$ cat config.mk
export PLATFORM = sky130hd
export DESIGN_NAME = da_inner_product
export DESIGN_NICKNAME = d
export VERILOG_FILES = /design/src/rtl/da_pkg.sv /design/src/rtl/da_sample_line.sv /design/src/rtl/da_lut.sv /design/src/rtl/da_accum.sv /design/src/rtl/da_inner_product.sv
export SDC_FILE = /design/constraint.sdc
export NUM_CORES = 1
export LEC_CHECK = 0
export BUFFER_PORTS_ARGS = -buffer_cell sky130_fd_sc_hd__buf_4
export CORE_MARGIN = 1.5
export CORE_UTILIZATION = 52
export DETAILED_ROUTE_END_ITERATION = 6
export HOLD_SLACK_MARGIN = 0.08
export PLACE_DENSITY = 0.73
export SYNTH_ARGS = -nofsm -noshare
export SYNTH_HDL_FRONTEND = slang
export SYNTH_SLANG_ARGS = --single-unit
export TNS_END_PERCENT = 1
$ cat constraint.sdc
create_clock -name clk -period 3.94 [get_ports clk]
set_input_delay 0.985 -clock clk [delete_from_list [all_inputs] [get_ports clk]]
set_output_delay 0.985 -clock clk [all_outputs]
set_load 0.02 [all_outputs]
$ cat src/rtl/da_pkg.sv
package da_pkg;
  typedef enum logic {DA_IDLE, DA_RUN} da_state_e;
endpackage

$ cat src/rtl/da_sample_line.sv
module da_sample_line #(
  parameter int NTAPS = 4,
  parameter int XW    = 8
) (
  input  logic                  clk,
  input  logic                  rst,
  input  logic                  push,
  input  logic [XW-1:0]         din,
  output logic [NTAPS*XW-1:0]   taps
);
  logic [XW-1:0] line_q [NTAPS];

  always_ff @(posedge clk) begin
    if (rst) begin
      for (int i = 0; i < NTAPS; i++) line_q[i] <= '0;
    end else if (push) begin
      line_q[0] <= din;
      for (int i = 1; i < NTAPS; i++) line_q[i] <= line_q[i-1];
    end
  end

  for (genvar i = 0; i < NTAPS; i++) begin : g_flat
    assign taps[i*XW +: XW] = line_q[i];
  end
endmodule

$ cat src/rtl/da_lut.sv
module da_lut #(
  parameter int                     NTAPS = 4,
  parameter int                     CW    = 8,
  parameter int                     TW    = 10,
  parameter logic [NTAPS*CW-1:0]    COEFS = '0
) (
  input  logic [NTAPS-1:0]          addr,
  output logic signed [TW-1:0]      value
);
  localparam int DEPTH = 2 ** NTAPS;

  function automatic logic signed [TW-1:0] entry(input int a);
    logic signed [TW-1:0] s;
    logic signed [CW-1:0] c;
    s = '0;
    for (int i = 0; i < NTAPS; i++) begin
      c = COEFS[i*CW +: CW];
      if (((a >> i) & 1) != 0) s = s + TW'(c);
    end
    return s;
  endfunction

  logic signed [TW-1:0] rom [DEPTH];

  for (genvar a = 0; a < DEPTH; a++) begin : g_rom
    assign rom[a] = entry(a);
  end

  assign value = rom[addr];
endmodule

$ cat src/rtl/da_accum.sv
module da_accum #(
  parameter int BPC   = 1,
  parameter int TW    = 10,
  parameter int AW    = 19,
  parameter int SHIFT = 7
) (
  input  logic                  clk,
  input  logic                  rst,
  input  logic                  clear,
  input  logic                  en,
  input  logic                  last,
  input  logic [BPC*TW-1:0]     parts,
  output logic signed [AW-1:0]  acc_next
);
  logic signed [AW-1:0] acc_q;
  logic signed [AW-1:0] slice_sum;

  always_comb begin
    logic signed [TW-1:0] f;
    logic signed [AW-1:0] term;
    slice_sum = '0;
    for (int j = 0; j < BPC; j++) begin
      f    = parts[j*TW +: TW];
      term = AW'(f) <<< j;
      if (last && (j == BPC - 1)) slice_sum = slice_sum - term;
      else                        slice_sum = slice_sum + term;
    end
    acc_next = (acc_q >>> BPC) + (slice_sum <<< SHIFT);
  end

  always_ff @(posedge clk) begin
    if (rst || clear) acc_q <= '0;
    else if (en)      acc_q <= acc_next;
  end
endmodule

$ cat src/rtl/da_inner_product.sv
module da_inner_product #(
  parameter int                  NTAPS = 4,
  parameter int                  XW    = 8,
  parameter int                  CW    = 8,
  parameter int                  BPC   = 1,
  parameter logic [NTAPS*CW-1:0] COEFS = 32'h8064F903,
  localparam int                 AW    = CW + XW + $clog2(NTAPS) + 1
) (
  input  logic          clk,
  input  logic          rst,
  input  logic          smp_valid,
  input  logic [XW-1:0] smp_data,
  input  logic          start,
  output logic          done,
  output logic [AW-1:0] result
);
  import da_pkg::*;

  localparam int TW    = CW + $clog2(NTAPS);
  localparam int NCYC  = XW / BPC;
  localparam int CNTW  = (NCYC > 1) ? $clog2(NCYC) : 1;
  localparam int SHIFT = XW - BPC;

  da_state_e                  state_q;
  logic                       busy_q;
  logic [CNTW-1:0]            cnt_q;
  logic [NTAPS*XW-1:0]        taps;
  logic [NTAPS*XW-1:0]        snap_q;
  logic                       accept;
  logic                       last;
  logic [NTAPS-1:0]           addr [BPC];
  logic [BPC*TW-1:0]          parts;
  logic signed [AW-1:0]       acc_next;
  logic                       done_q;
  logic [AW-1:0]              result_q;

  assign busy_q = (state_q == DA_RUN);
  assign accept = start && !busy_q;
  assign last   = busy_q && (int'(cnt_q) == NCYC - 1);

  da_sample_line #(.NTAPS(NTAPS), .XW(XW)) u_line (
    .clk(clk), .rst(rst), .push(smp_valid), .din(smp_data), .taps(taps)
  );

  always_comb begin
    for (int j = 0; j < BPC; j++) begin
      for (int i = 0; i < NTAPS; i++) begin
        addr[j][i] = snap_q[i*XW + int'(cnt_q)*BPC + j];
      end
    end
  end

  for (genvar j = 0; j < BPC; j++) begin : g_copy
    logic signed [TW-1:0] val;
    da_lut #(.NTAPS(NTAPS), .CW(CW), .TW(TW), .COEFS(COEFS)) u_lut (
      .addr(addr[j]), .value(val)
    );
    assign parts[j*TW +: TW] = val;
  end

  da_accum #(.BPC(BPC), .TW(TW), .AW(AW), .SHIFT(SHIFT)) u_acc (
    .clk(clk), .rst(rst), .clear(accept), .en(busy_q), .last(last),
    .parts(parts), .acc_next(acc_next)
  );

  always_ff @(posedge clk) begin
    if (rst) begin
      state_q  <= DA_IDLE;
      cnt_q    <= '0;
      snap_q   <= '0;
      done_q   <= 1'b0;
      result_q <= '0;
    end else begin
      done_q <= 1'b0;
      if (accept) begin
        state_q <= DA_RUN;
        cnt_q   <= '0;
        snap_q  <= taps;
      end else if (busy_q) begin
        if (last) begin
          state_q  <= DA_IDLE;
          done_q   <= 1'b1;
          result_q <= acc_next;
        end else begin
          cnt_q <= cnt_q + 1'b1;
        end
      end
    end
  end

  assign done   = done_q;
  assign result = result_q;
endmodule

==> results of run 1 <==
-- cell usage in the layout (no fill, tap or decap), types with 3 or more instances in the layout --
cell	count
nor2b_1	3
o31ai_1	3
mux2i_1	14
a21o_1	10
nand4_1	3
a211o_1	3
nor2_1	26
inv_6	3
xnor2_1	7
and2_1	34
nand3_1	21
clkbuf_8	9
buf_4	57
and3_1	3
a21oi_1	57
a211oi_1	3
nor3_1	4
nand2_1	98
edfxtp_1	32
dfxtp_1	73
ha_1	17
o21ai_0	10
mux4_2	8
inv_1	6
nand3b_1	5
-- power by group --
group,switching [mW],internal [mW]
Clock,0.390,0.305
Sequential,0.0227,1.17
Combinational,0.136,0.101
-- worst max-delay path, cell delays in order (launching register included) --
cell and delay (ns):
dfxtp_4 0.40, mux4_2 0.52, mux2i_2 0.21, inv_2 0.10, ha_4 0.28, nor3b_2 0.14
inv_1 0.08, buf_4 0.13, a21o_1 0.18, a21oi_1 0.18, xor2_1 0.20, ha_1 0.31
a21o_1 0.20, a21o_1 0.18, a21o_1 0.23, a211o_1 0.29, nand3_1 0.07
-- registers in the layout, indices dropped and copies added, names as in the netlist --
| name | flops |
|---|---|
| busy_q | 1 |
| cnt_q | 3 |
| done | 1 |
| result | 19 |
| snap_q | 32 |
| u_acc.acc_q | 18 |
| u_line.line_q | 32 |
-- final cells by class --
type                            count  area share, %
Sequential cell                   106           43.2
Multi-Input combinational cell    367           42.1
Timing Repair Buffer               57           7.56
Tap cell                          129           2.85
Clock buffer                        9           2.19
Clock inverter                      7           1.50
Inverter                            8          0.531
-- per-stage QoR --
stage	utilization, %	cells	setup TNS [ns]	power (mW)
4_1_cts	60.7	681	0	2.13
5_1_grt	61.2	683	0	2.21
3_5_place_dp	58.5	665	-0.0255	1.44
2_1_floorplan	-	515	0	1.37
3_3_place_gp	58.5	665	0	1.43
6_report	61.2	683	0	2.12
-- worst max-delay path by stage --
stage	start	to	slack, ns	cells past startpoint
after global placement	cnt_q[0]	u_acc.acc_q[16]	0.06	15
after global routing	cnt_q[0]	u_acc.acc_q[17]	0.004	16
after floorplan	cnt_q[0]	u_acc.acc_q[16]	0.01	16
final	cnt_q[0]	result[17]	0.20	16
after CTS	cnt_q[0]	u_acc.acc_q[16]	0.02	15
after detailed placement	cnt_q[0]	u_acc.acc_q[16]	-0.03	15
-- cell families after synthesis --
kind of cell / after synthesis
buffers and inverters: 42
adder cells (fa/ha/maj): 20
flip-flops: 106
AND/OR/NAND/NOR: 209
XOR/XNOR: 10
AO/OA/AOI/OAI: 101
multiplexers: 27
-- synthesized netlist by cell type (all sizes together), types with 4 or more instances --
cell type,instances
and2,34
nand2,98
a21oi,57
xnor2,8
a21o,10
inv,8
buf,7
dfxtp,74
nor2,27
nand3,22
clkbuf,27
ha,19
mux2i,18
nor2b,4
mux4,8
nor3,4
o21ai,12
edfxtp,32
nand3b,5
-- what timing repair did --
action | in CTS | in global routing
endpoints found under the setup margin | 5 | 13
setup buffers | 0 | 2
gates resized for setup | 1 | 14
hold buffers | 0 | 0
pin swaps | 0 | 4
-- metal layers --
metal	global-route usage [%]	share of wire, %
met5	0	0
met4	9.21	2.0
met3	4.02	3.1
met2	37.7	51
met1	24.6	44
==> impl_metrics.toml, run 1 <==
[yosys]
synth_top_area_share_pct = 29.9
ys_seq_area_share_pct = 49.4
synth-warning-count = 0
ys.flop_type = "dfxtp_1"
synth_compound_area_share_pct = 12.1
muxShareOfSynthArea_pct = 8.24
ys_types = 49
syn_area_um2 = 4950
synth_edf_count = 32
synth_nets = 547
synth_top_family_by_area = "simple AND/OR/NAND/NOR gates"
syn_area_per_cell_um2 = 9.61
netlist_instances = 515
ys_seq_elements = 106
yosys.area.top_type = "dfxtp_1"
yosys.area_share.simple_pct = 19.8
async_reset_ff_share_pct = 0
synth_fa_ha_area_share_pct = 5.21
synthXorXnorAreaFrac_pct = 1.77
synth_area_leaders = "dfxtp_1, edfxtp_1, nand2_1"

[global_routing]
grt_pass1_vias = 3706
groute.usage.overall_pct = 21.1
grt_pass1_wl_um = 16800
gr-total-overflow = 0
grt_max_degree = 59
antenna_found_initial = 0

[clocking]
htreeDepth = 3
cts_buffers = 9
root_buffer = "clkbuf_8"
cts.sinks = 106
cts_tree = "done"
cts.clk_slew.worst_paths_ns = 0.11
clk_latency_ns = 0.37
cts.path.max_buffers = 2

[floorplanning]
die_area_um2 = 10100
core.rowCount = 35
start_util_pct = 53.6
core_um2 = 9240
ioPinCount = 32
die_h_um = 101
die_x_um = 101

[final_layout]
drive_gt1_share_pct = 18.2
final_area_um2 = 5660
diodes = 0
area_delta_synth_final_pct = 14.3
multi_input_area_um2 = 2380
ff_latch_area_um2 = 2450
fin_nets = 581
fillers = 747

[detailed_routing]
drt_iter0_markers = 122
drtPass1Iterations = 4
drc = 0
wire_per_inst_um = 14.5
wl_um = 9930
vias_per_cell = 5.42
ant_nets = 0
num_vias = 3700

[power_and_ir_drop]
leakagePower_nw = 2.27
vdd_drop_max_mv = 0.247
power.density_nw_per_um2 = 375

[sta]
grt_setup_unrepaired = "false"
timing.hold.ws_ns = 0.456
maxSlewViolCount = 0
setup_ws_ns = 0.197
clock_skew_ns = 0.0136
timing.final.crit_share_pct = 95.0
finalHoldViolations = 0
min_period_ns = 3.74
relSlewSlack_pct = 48.9
fmax_ghz = 0.267
worst_pin_slew_ns = 0.767
finalSetupViolCount = 0

[placed_design]
io_buffers = 31
post_dp_cell_area_um2 = 5400
place_ws_ns = -0.0255
gp_congestion = 0.857
dp_hpwl_um = 6600

[run]
maxCapViolations = 0

[critical_path]
r2r_end = "result[17]"
cp_max_fo = 5
regToRegSetupSlack_ns = 0.20
cp-end-kind = "flop"
criticalPathCategory = "flop to flop"
critPathLaunchType = "flop"
arrival_ns = 4.05
r2r-start = "cnt_q[0]"
required_ns = 4.25
r2r_cells = 16

[outcome]
outcome = "finished, final reports clean"

[min_path]
hold_end = "result[0]"
min_from = "u_acc.acc_q[1]"
holdPathStages = 2
hp-class = "flop to flop"
Power figures use the tool's default switching activity.
==> inputs of run 2 (changes only) <==
SYNTH_HIERARCHICAL = 1   (was not set)
==> run 2 against run 1 <==
  * Cell count rose by 3.7%
  * Count of clock-buffer cells in the layout is the same
  * Total power increased by 2.9%
  * Combinational power rose by 23%
  * Clock power increased by 0.7%
  * Sequential power is essentially flat
  * Register-to-register slack got worse by 0.12 ns
  * Critical endpoint is now u_acc/acc_q[17]
  * Largest power group unchanged
  * Highest routed layer unchanged
==> impl_metrics.toml, run 2 <==
[power_and_ir_drop]
leakagePower_nw = 2.48
finalPower_mw = 2.18
power.density_nw_per_um2 = 365
vdd_drop_max_mv = 0.232

[sta]
worst_pin_slew_ns = 0.629
maxSlewViolCount = 0
setup_ws_ns = 0.0781
min_period_ns = 3.86
timing.final.crit_share_pct = 98.0
relSlewSlack_pct = 57.9
finalSetupViolCount = 0
finalSetupTns_ns = 0
grt_setup_unrepaired = "true"
clock_skew_ns = 0.0214
fmax_ghz = 0.259
finalHoldViolations = 0

[global_routing]
grt_pass1_wl_um = 16800
gr-total-overflow = 0
grt_max_degree = 54
groute.usage.overall_pct = 20.2
grt_pass1_vias = 3617
antenna_found_initial = 0

[yosys]
synth_area_leaders = "dfxtp_1, edfxtp_1, nand2_1"
synth_nets = 572
async_reset_ff_share_pct = 0
ys_seq_area_share_pct = 47.0
synth_top_area_share_pct = 28.5
yosysMostFrequentCell = "nand2_1"
synth-warning-count = 6
ys.flop_type = "dfxtp_1"
syn_area_per_cell_um2 = 9.66
ys_types = 53
syn_area_um2 = 5200
ys_seq_elements = 106
netlist_instances = 538
yosys.area.top_type = "dfxtp_1"
synth_edf_count = 32
synthTopCellsByCount = "nand2_1, dfxtp_1, a21oi_1"

[floorplanning]
die_area_um2 = 10600
start_util_pct = 53.4
core_um2 = 9730
die_x_um = 103
ioPinCount = 32
die_h_um = 103
core.rowCount = 36

[detailed_routing]
wl_um = 10400
drtPass1Iterations = 4
vias_per_cell = 5.39
drt_iter0_markers = 197
num_vias = 3818
drc = 0
wire_per_inst_um = 14.7
ant_nets = 0

[placed_design]
dp_hpwl_um = 6900
place_ws_ns = -0.141
gp_congestion = 0.887
dpl.cell_count = 687
io_buffers = 31

[critical_path]
cp-end-kind = "flop"
r2r_cells = 14
r2r_end = "u_acc/acc_q[17]"
required_ns = 4.20
cp_max_fo = 6
regToRegSetupSlack_ns = 0.08
r2r-start = "cnt_q[0]"
criticalPathCategory = "flop to flop"
cp-endpoint = "u_acc/acc_q[17]"
arrival_ns = 4.12
critPathLaunchType = "flop"
startpoint = "cnt_q[0]"

[clocking]
cts.clk_slew.worst_paths_ns = 0.11
htreeDepth = 3
root_buffer = "clkbuf_8"
cts.path.max_buffers = 2
cts_tree = "done"
cts.sinks = 106
cts_buffers = 9
clk_latency_ns = 0.38
ctsHoldBuffers = 0

[final_layout]
final_cell_mix = "nand2_1, dfxtp_1, buf_4"
final_common_cell = "nand2_1"
fin_nets = 604
instances_no_fill = 708
post-route-util_pct = 61.5
area_delta_synth_final_pct = 15.2
diodes = 0
drive_gt1_share_pct = 25.7

[min_path]
hp-class = "flop to flop"

[run]
maxCapViolations = 0

[outcome]
outcome = "finished, final reports clean"
## run 2: cell types whose count changed after synthesis, sizes merged, moves of 9 or more
cell    previous run  this run
clkbuf            27        14
buf                7        29
and2              34         1
a21o              10         0
and3b              0        32
nand3             22        13
nand2             98       125
## run 2: how the worst min path moves through the flow
stage                from    endpoint  depth (start not counted)
5_1_grt        snap_q[24]  snap_q[24]                          2
4_1_cts        snap_q[21]  snap_q[21]                          2
3_5_place_dp   snap_q[21]  snap_q[21]                          2
6_report       result[14]  result[14]                          2
3_3_place_gp   snap_q[21]  snap_q[21]                          2
2_1_floorplan  snap_q[13]  snap_q[13]                          2
## run 2: logic make-up after synthesis
group,count (synthesis),share of synthesized area [%]
and+or+nand+nor,219,21.6
DFF,106,47.0
AOI/OAI and AO/OA,95,10.5
buffers and inverters,55,5.42
muxes,24,7.25
adders and majority gates,22,5.44
xor gates and xnor gates,17,2.87
## run 2: per-stage QoR
stage,hold WS [ns],area [µm²]
finish,0.460,5990
CTS,0.462,5800
floorplan,0.432,5200
global route,0.487,5990
global placement,0.438,5570
detailed placement,0.444,5570
## run 2: repair_timing
action / CTS / global route
resized for setup: 4 / 52
pin swaps: 0 / 22
buffers inserted: 0 / 5
endpoints found under the setup margin: 11 / 14
## run 2: where the power goes
part / total (mW) / switching [mW] / internal [mW] / leakage (nW)
registers: 1.19 / 0.0245 / 1.17 / 0.952
clock network: 0.700 / 0.437 / 0.264 / 0.108
logic: 0.292 / 0.163 / 0.129 / 1.42
## run 2: metal layers
metal | vias to the layer above | track usage [%] | wire length (µm)
met5 | - | 0 | 0
met4 | 0 | 5.51 | 116
li1 | 1914 | - | -
met1 | 1828 | 26.3 | 4670
met3 | 10 | 3.73 | 329
met2 | 66 | 34.7 | 5260
## run 2: layout make-up
class                           instances  area, µm²
Fill cell                             809       3740
Multi-Input combinational cell        377       2620
Sequential cell                       106       2450
Timing Repair Buffer                   64        495
Tap cell                              133        166
Clock buffer                            9        124
Clock inverter                          7       93.8
Inverter                               12       45.0
## run 2: worst max-delay path: stages (launching register included)
cell and delay [ns]:
dfxtp_4 0.42, buf_6 0.13, mux4_2 0.50, mux2_4 0.33, nor2_4 0.11, a21oi_2 0.04
or4_4 0.57, o41ai_4 0.32, xnor2_1 0.14, ha_2 0.40, and3_4 0.22, nand2_1 0.09
nor3b_1 0.27, or3_1 0.16, nand3_1 0.06
